==> config.mk <==
export PLATFORM = sky130hd
export DESIGN_NAME = hashgate_ctl
export DESIGN_NICKNAME = d
export VERILOG_FILES = /design/src/rtl/hg_pkg.sv /design/src/rtl/hg_ctlregs.sv /design/src/rtl/hg_policy.sv /design/src/rtl/hg_exec.sv /design/src/rtl/hashgate_ctl.sv
export SDC_FILE = /design/constraint.sdc
export NUM_CORES = 1
export LEC_CHECK = 0
export ABC_AREA = 1
export CAP_MARGIN = 30
export CELL_PAD_IN_SITES_DETAIL_PLACEMENT = 0
export CELL_PAD_IN_SITES_GLOBAL_PLACEMENT = 2
export CORE_UTILIZATION = 29
export CTS_CLUSTER_DIAMETER = 50
export DETAILED_ROUTE_END_ITERATION = 10
export PLACE_DENSITY = 0.85
export SLEW_MARGIN = 20
export SYNTH_ARGS = -nofsm -noshare
export SYNTH_HDL_FRONTEND = slang
export SYNTH_HIERARCHICAL = 1
export SYNTH_SLANG_ARGS = --single-unit
==> constraint.sdc <==
create_clock -name clk -period 2.35 [get_ports clk]
set_clock_uncertainty 0.2 [all_clocks]
set_input_delay 0.47 -clock clk [delete_from_list [all_inputs] [get_ports clk]]
set_output_delay 0.47 -clock clk [all_outputs]
set_load 0.01 [all_outputs]
==> src/rtl/hg_pkg.sv <==
package hg_pkg;

  // Which register, and which view of it, a control-register number selects.
  typedef enum logic [2:0] {
    SEL_NONE,
    SEL_CTL,
    SEL_CTL_RO,
    SEL_HYP,
    SEL_HYP_RO
  } csr_sel_e;

  // Returned by the policy unit for the selected aspect.
  typedef struct packed {
    logic sup_en;
    logic usr_en;
    logic hyp_en;
    logic frc_en;
  } aspect_bits_t;

endpackage

==> src/rtl/hg_ctlregs.sv <==
module hg_ctlregs
  import hg_pkg::*;
#(
  parameter int XLEN      = 64,
  parameter int AW        = 10,
  parameter int CTL_NUM   = 'h33C,
  parameter int HYP_NUM   = 'h1D7,
  parameter int ALIAS_GAP = 16
) (
  input  logic            clk,
  input  logic            rst_n,
  input  logic [AW-1:0]   csr_addr,
  input  logic            csr_wen,
  input  logic            csr_ren,
  input  logic [XLEN-1:0] csr_wdata,
  input  logic            st_user,
  input  logic            st_hyp,
  output logic [XLEN-1:0] csr_rdata,
  output logic            csr_priv_err,
  output logic [XLEN-1:0] ctl_q,
  output logic [XLEN-1:0] hyp_q
);

  localparam int HALF = XLEN / 2;
  localparam logic [AW-1:0] CTL_FULL = AW'(CTL_NUM);
  localparam logic [AW-1:0] CTL_RO   = AW'(CTL_NUM - ALIAS_GAP);
  localparam logic [AW-1:0] HYP_FULL = AW'(HYP_NUM);
  localparam logic [AW-1:0] HYP_RO   = AW'(HYP_NUM - ALIAS_GAP);

  csr_sel_e        sel;
  logic            allowed;
  logic            access;
  logic            err_d;
  logic [XLEN-1:0] rdata_d;

  always_comb begin
    if      (csr_addr == CTL_FULL) sel = SEL_CTL;
    else if (csr_addr == CTL_RO)   sel = SEL_CTL_RO;
    else if (csr_addr == HYP_FULL) sel = SEL_HYP;
    else if (csr_addr == HYP_RO)   sel = SEL_HYP_RO;
    else                           sel = SEL_NONE;
  end

  // Full-access views are privilege checked; aliases and unknown numbers are not.
  always_comb begin
    case (sel)
      SEL_CTL: allowed = !st_user;
      SEL_HYP: allowed = st_hyp && !st_user;
      default: allowed = 1'b1;
    endcase
  end

  assign access = csr_wen || csr_ren;
  assign err_d  = access && !allowed;

  always_comb begin
    rdata_d = '0;
    if (csr_ren && allowed) begin
      case (sel)
        SEL_CTL:    rdata_d = ctl_q;
        SEL_HYP:    rdata_d = hyp_q;
        SEL_CTL_RO: rdata_d = {{HALF{1'b0}}, ctl_q[HALF-1:0]};
        SEL_HYP_RO: rdata_d = {{HALF{1'b0}}, hyp_q[HALF-1:0]};
        default:    rdata_d = '0;
      endcase
    end
  end

  always_ff @(posedge clk or negedge rst_n) begin
    if (!rst_n) begin
      ctl_q        <= '0;
      hyp_q        <= '0;
      csr_rdata    <= '0;
      csr_priv_err <= 1'b0;
    end else begin
      if (csr_wen && allowed && sel == SEL_CTL) ctl_q <= csr_wdata;
      if (csr_wen && allowed && sel == SEL_HYP) hyp_q <= csr_wdata;
      csr_rdata    <= rdata_d;
      csr_priv_err <= err_d;
    end
  end

  // a refused access leaves both registers untouched
  a_r3_err_keeps_regs: assert property (@(posedge clk) disable iff (!rst_n)
    csr_priv_err |-> ($stable(ctl_q) && $stable(hyp_q)));

  // alias writes never change state
  a_r5_alias_write_ignored: assert property (@(posedge clk) disable iff (!rst_n)
    (csr_wen && (csr_addr == CTL_RO || csr_addr == HYP_RO))
      |=> ($stable(ctl_q) && $stable(hyp_q) && !csr_priv_err));

  // alias reads return a zero upper half
  a_r4_alias_upper_zero: assert property (@(posedge clk) disable iff (!rst_n)
    (csr_ren && (csr_addr == CTL_RO || csr_addr == HYP_RO))
      |=> (csr_rdata[XLEN-1:HALF] == '0));

endmodule

==> src/rtl/hg_policy.sv <==
module hg_policy
  import hg_pkg::*;
#(
  parameter int XLEN      = 64,
  parameter int ASPECT_NP = 5,
  parameter int ASPECT_P  = 6
) (
  input  logic [XLEN-1:0] ctl_i,
  input  logic [XLEN-1:0] hyp_i,
  input  logic            st_user,
  input  logic            st_hyp,
  input  logic            st_secure,
  input  logic            privkey,
  output logic            enable_o
);

  localparam int NKEY = 2;

  logic [NKEY-1:0] en_k;
  logic            unused_bits;

  for (genvar g = 0; g < NKEY; g++) begin : g_key
    localparam int ASP    = (g == 0) ? ASPECT_NP : ASPECT_P;
    localparam int POS_HI = XLEN - 1 - ASP;
    localparam int POS_LO = XLEN / 2 - 1 - ASP;
    aspect_bits_t b;
    logic         en;

    assign b.sup_en = ctl_i[POS_HI];
    assign b.usr_en = ctl_i[POS_LO];
    assign b.hyp_en = hyp_i[POS_HI];
    assign b.frc_en = hyp_i[POS_LO];

    // Priority: problem state, then supervisor, then hypervisor, then secure.
    assign en = st_user    ? (b.usr_en | b.frc_en) :
                !st_hyp    ? (b.sup_en | b.frc_en) :
                !st_secure ? b.hyp_en : 1'b1;
    assign en_k[g] = en;
  end

  assign enable_o    = en_k[privkey];
  assign unused_bits = ^{ctl_i, hyp_i};

endmodule

==> src/rtl/hg_exec.sv <==
module hg_exec #(
  parameter int XLEN = 64
) (
  input  logic            clk,
  input  logic            rst_n,
  input  logic            fire,
  input  logic            is_store,
  input  logic            enable,
  input  logic [XLEN-1:0] digest,
  input  logic [XLEN-1:0] loaded,
  output logic            done,
  output logic            store_valid,
  output logic [XLEN-1:0] store_data,
  output logic            trap
);

  logic do_store;
  logic do_check;

  assign do_store = fire && enable && is_store;
  assign do_check = fire && enable && !is_store;

  always_ff @(posedge clk or negedge rst_n) begin
    if (!rst_n) begin
      done        <= 1'b0;
      store_valid <= 1'b0;
      store_data  <= '0;
      trap        <= 1'b0;
    end else begin
      done        <= fire;
      store_valid <= do_store;
      trap        <= do_check && (loaded != digest);
      if (do_store) store_data <= digest;
    end
  end

  // completion follows every accepted request by one cycle
  a_r12_done_follows_req: assert property (@(posedge clk) disable iff (!rst_n)
    fire |=> done);

  // no completion without a request
  a_r12_no_spurious_done: assert property (@(posedge clk) disable iff (!rst_n)
    !fire |=> !done);

  // a trap only comes from a check request
  a_r11_trap_from_check: assert property (@(posedge clk) disable iff (!rst_n)
    trap |-> (done && !store_valid && $past(!is_store)));

  // a store only comes from a store request
  a_r10_store_from_store: assert property (@(posedge clk) disable iff (!rst_n)
    store_valid |-> (done && $past(is_store)));

endmodule

==> src/rtl/hashgate_ctl.sv <==
module hashgate_ctl #(
  parameter int XLEN      = 64,
  parameter int AW        = 10,
  parameter int CTL_NUM   = 'h33C,
  parameter int HYP_NUM   = 'h1D7,
  parameter int ALIAS_GAP = 16,
  parameter int ASPECT_NP = 5,
  parameter int ASPECT_P  = 6
) (
  input  logic            clk,
  input  logic            rst_n,
  input  logic [AW-1:0]   csr_addr,
  input  logic            csr_wen,
  input  logic            csr_ren,
  input  logic [XLEN-1:0] csr_wdata,
  output logic [XLEN-1:0] csr_rdata,
  output logic            csr_priv_err,
  input  logic            st_user,
  input  logic            st_hyp,
  input  logic            st_secure,
  input  logic            req_valid,
  output logic            req_ready,
  input  logic            req_store,
  input  logic            req_privkey,
  input  logic [XLEN-1:0] req_digest,
  input  logic [XLEN-1:0] req_loaded,
  output logic            store_valid,
  output logic [XLEN-1:0] store_data,
  output logic            trap,
  output logic            done
);

  logic [XLEN-1:0] ctl_q;
  logic [XLEN-1:0] hyp_q;
  logic            enable;
  logic            fire;

  assign req_ready = 1'b1;
  assign fire      = req_valid && req_ready;

  hg_ctlregs #(
    .XLEN(XLEN), .AW(AW), .CTL_NUM(CTL_NUM),
    .HYP_NUM(HYP_NUM), .ALIAS_GAP(ALIAS_GAP)
  ) u_regs (
    .clk(clk), .rst_n(rst_n),
    .csr_addr(csr_addr), .csr_wen(csr_wen), .csr_ren(csr_ren),
    .csr_wdata(csr_wdata), .st_user(st_user), .st_hyp(st_hyp),
    .csr_rdata(csr_rdata), .csr_priv_err(csr_priv_err),
    .ctl_q(ctl_q), .hyp_q(hyp_q)
  );

  hg_policy #(
    .XLEN(XLEN), .ASPECT_NP(ASPECT_NP), .ASPECT_P(ASPECT_P)
  ) u_policy (
    .ctl_i(ctl_q), .hyp_i(hyp_q),
    .st_user(st_user), .st_hyp(st_hyp), .st_secure(st_secure),
    .privkey(req_privkey), .enable_o(enable)
  );

  hg_exec #(.XLEN(XLEN)) u_exec (
    .clk(clk), .rst_n(rst_n),
    .fire(fire), .is_store(req_store), .enable(enable),
    .digest(req_digest), .loaded(req_loaded),
    .done(done), .store_valid(store_valid),
    .store_data(store_data), .trap(trap)
  );

endmodule

-- Word-level counts from Yosys, hierarchy flattened
Index checks and enable logic that the tools add are counted.
- register bits: 260
- input port bits: 212
- order comparisons: 1
- equal/unequal tests: 9
- multiplexer cells: 15
- bitwise gates (word level): 4
- reduce and logical (&&, ||, !) cells: 14
- operator list (cell ; count):
    $pmux 64 s4 ; 1
    $mux 64 ; 1
    $ne 64x64->1 ; 1
    $eq 10x10->1 const B ; 2
    $eq 10x9->1 const B ; 2
    $mux 3 ; 4
    $logic_and 1x1->1 ; 10
    $mux 1 ; 8
    $eq 3x2->1 const B ; 2
    $or 1x1->1 ; 4
    $eq 3x1->1 const B ; 1
    $eq 3x3->1 const B ; 1
    $logic_not 1->1 ; 3
    $lt 1x2->1 const B ; 1
    $pmux 1 s2 ; 1
    $logic_or 1x1->1 ; 1

-- Depth between registers and ports, before layout
- depth in word-level cells: 9
- depth in mapped cells: 12

-- Cells and area by module
The synthesis kept the hierarchy.
- by module, submodules not included (module ; times used ; cells each ; area each (um^2)):
    hg_ctlregs ; 1 ; 1049 ; 8529.4
    hg_exec ; 1 ; 433 ; 3377.0
    hg_policy ; 1 ; 18 ; 80.1
    hashgate_ctl ; 1 ; 2 ; 11.3

-- Worst setup path after synthesis
Ideal clock, no wire load.
- path kind: input to register
- from: in csr_addr[7]
- to: reg u_regs.csr_rdata[32]
- library setup time: 0.119 ns
- arrival time: 1.460 ns
- data required time: 2.031 ns
- setup slack: 0.571 ns
- cell stages on the path: 10
- buffers on the path: 1
- cells stage by stage: inv_2 > nand2_1 > nor2_1 > and2_1 > nand2_1 > nand2_1 > nand3_1 > nand2_2 > buf_4 > nor2_1
- longest elaborated chain between the ends: 9
- RTL lines (element ; line ; RTL):
    start, declared ; hashgate_ctl.sv:12 ; input logic [AW-1:0] csr_addr,
    $eq 10x9->1 ; hg_ctlregs.sv:40 ; else if (csr_addr == HYP_RO) sel = SEL_HYP_RO;
    $mux 3 ; hg_ctlregs.sv:40 ;
    $mux 3 ; hg_ctlregs.sv:39 ; else if (csr_addr == HYP_FULL) sel = SEL_HYP;
    $mux 3 ; hg_ctlregs.sv:38 ; else if (csr_addr == CTL_RO) sel = SEL_CTL_RO;
    $mux 3 (*) ; hg_ctlregs.sv:37 ; if (csr_addr == CTL_FULL) sel = SEL_CTL;
    $eq 3x2->1 or $eq 3x1->1 (tied branches) ; hg_ctlregs.sv:46, hg_ctlregs.sv:59 ;
    $pmux 1 s2 ; hg_ctlregs.sv:46 ; case (sel)
    $logic_and 1x1->1 ; hg_ctlregs.sv:58 ; if (csr_ren && allowed) begin
    $mux 64 (*) ; hg_ctlregs.sv:58 ;
    named net u_regs.rdata_d[32] ; hg_ctlregs.sv:34 ; logic [XLEN-1:0] rdata_d;
    end signal, assigned ; hg_ctlregs.sv:78 ; csr_rdata <= rdata_d;
    end, declared ; hg_ctlregs.sv:18 ; output logic [XLEN-1:0] csr_rdata,
Mark *: on every way through the listed nets, which the timed path passes. The rest lies on a longest branch.
A chain may end at the register's enable or synchronous reset.

-- Final worst setup path
- from: reg u_regs.csr_priv_err
- to: out csr_priv_err
- RTL lines (element ; line ; RTL):
    start, declared ; hg_ctlregs.sv:19 ; output logic csr_priv_err,
    start signal, assigned ; hg_ctlregs.sv:79 ; csr_priv_err <= err_d;
    end, declared ; hashgate_ctl.sv:17 ; output logic csr_priv_err,
No word-level cell between the ends.

==> results.json <==
{
  "status": "finished clean",
  "synthCells": 1502,
  "clk_latency_ps": 540,
  "cp_max_fo": 1,
  "grt_remaining_overflow": 0,
  "die_h_um": 205,
  "ys_warn_count": 6,
  "utilization": 0.439,
  "timing.final.ws_setup_ps": 195,
  "cts_root_buf": "clkbuf_16",
  "ys_seq_elements": 260,
  "clk_pin_slew_ps": 50,
  "required_ps": 1680,
  "hpwlAfterDp_um": 26900,
  "power_density_nw_per_um2": 697,
  "port_buffers": 343,
  "firstDrtPassIters": 5,
  "grt_usage": 0.183,
  "final_max_slew_viol_count": 0,
  "arrival_ps": 1480,
  "async_reset_ff_frac": 1.00,
  "n_fill_cell": 4072,
  "cpMaxStageDelayCell": "clkdlybuf4s50_1",
  "path_cells": "clkdlybuf4s50_1",
  "ant_nets": 0,
  "nets": 2099,
  "final_cell_mix": "nand2_1 (459), clkdlybuf4s50_1 (341), nor2_1 (264)",
  "fp.dieW_um": 205,
  "netlist_area_um2": 12000,
  "min_period_over_period": 0.917,
  "final_common_cell": "nand2_1",
  "multi_input_area_um2": 4210,
  "p_leak_nw": 9.04,
  "clkSinkCount": 260,
  "final_layout_size_suffix_gt1_frac": 0.0819,
  "cp-start-kind": "register",
  "clock_path_buffers": 3,
  "num_vias": 10600,
  "hp-class": "input pin to register",
  "critical_path_class": "register to output pin",
  "irDropWorstVdd_mv": 0.458,
  "drtIter0Drc": 529,
  "period_minus_slack_ps": 2150,
  "synth_flop_cell": "dfrtp_1",
  "dpl_worst_slack_ps": -206,
  "pin_count": 345,
  "h-tree-depth": 2,
  "cp-end-kind": "output pin",
  "path_delay_family": "buffers and inverters",
  "rows": 74,
  "setup_viol": 0,
  "synth_cell_type_count": 26,
  "post_synth.cell_area_avg_um2": 7.99,
  "cts_tree": "yes",
  "place_congestion": 0.785,
  "cp_slowest_stage_delay_ps": 560,
  "tightestPinTransition_ps": 536,
  "grt_pass1_wl_um": 59400,
  "r2r_slack_ps": 540,
  "timing.final.hold_violations": 0,
  "syn_nets": 1714,
  "cp_num_buf_inv": 1,
  "drt_wl_total_um": 38700,
  "slew-limit-headroom": 0.643,
  "grt_setup_unrepaired": "false",
  "seqCellArea_um2": 6510,
  "area_growth_pct": 49.4,
  "ys_seq_area_frac": 0.542,
  "drc": 0,
  "dieArea_um2": 42200,
  "grt_pass1_vias": 10600,
  "antenna_found_initial": 7,
  "post_drt_wl_per_cell_um": 15.8,
  "numCtsBuffers": 41,
  "viasPerCell": 4.34,
  "coreArea_um2": 40800,
  "maxCapViolCount": 0,
  "start_util": 0.294,
  "grt_max_degree": 67,
  "max_freq_mhz": 464,
  "synth_enable_flop_cells": 0
}
[flip-flops by register name, summed over array words and instances, names as in the netlist]
signal	flops
u_exec/store_data	64
u_regs/csr_rdata	64
u_regs/ctl_q	64
u_regs/hyp_q	64
u_exec/done	1
u_exec/store_valid	1
u_exec/trap	1
u_regs/csr_priv_err	1
[routing by layer]
metal / track usage / part of all wire / vias up
met5: 0 / 0.00078 / -
met4: 0.0598 / 0.019 / 4
met3: 0.0462 / 0.074 / 55
met2: 0.309 / 0.48 / 332
met1: 0.228 / 0.42 / 4941
li1: - / - / 5310
[final timing paths]
kind | start | endpoint | cells past startpoint
max | u_regs/csr_priv_err | csr_priv_err | 1
max in group asynchronous | rst_n | u_regs/csr_rdata[33] | 3
min | req_valid | u_exec/done | 1
max reg2reg | u_regs/hyp_q[25] | u_exec/store_data[60] | 9
min in group asynchronous | rst_n | u_exec/store_data[4] | 2
min reg2reg | u_regs/hyp_q[27] | u_regs/hyp_q[27] | 2
[Yosys cell counts (all sizes together) (11+ instances only)]
cell	count	area (µm²)
nand2	461	1730
nand4	67	419
o22ai	32	200
o21ai	12	60.1
nor2	265	1000
xnor2	54	473
inv	227	852
clkbuf	16	60.1
dfrtp	260	6510
nand3	11	82.6
a21oi	33	165
buf	57	388
[layout make-up]
type                    instances  share of cell area
diodes                          5            0.000698
clock buffers                  52              0.0642
clock inverters                21              0.0136
inverters                     227              0.0475
multi-input cells             942               0.235
flip-flops and latches        260               0.363
well taps                     532              0.0371
repair buffers                415               0.239
[repair_timing]
item,in CTS,in global routing
gates resized for setup,0,0
endpoints found under the hold margin,42,0
hold buffers,1,0
setup buffers,0,0
[cell families (layout without fill, tap and decap cells)]
kind of cell | Yosys count | count (layout) | share of synthesized area
simple gates | 808 | 808 | 0.273
compound gates | 79 | 79 | 0.0370
xor+xnor | 54 | 54 | 0.0394
flops | 260 | 260 | 0.542
other cells | 1 | 6 | 0.000313
buf+inv | 300 | 715 | 0.108
[per-stage QoR]
step / power [mW] / setup TNS [ps] / instance area [µm²] / std cells / hold WS (ps)
floorplan: 5.35 / 0 / 12000 / 1502 / -25.6
global placement: 6.44 / -19230 / 16500 / 2375 / 255
detailed placement: 6.45 / -26840 / 16500 / 2375 / 259
CTS: 12.7 / 0 / 17900 / 2449 / 230
global route: 13.1 / 0 / 17900 / 2452 / 263
finish: 12.5 / 0 / 17900 / 2454 / 265
[report_power, final]
part | total (mW) | switching (mW) | internal (mW)
logic | 1.55 | 0.691 | 0.863
clock network | 6.13 | 2.21 | 3.92
registers | 4.80 | 0.110 | 4.69
(Power assumes the default switching activity.)
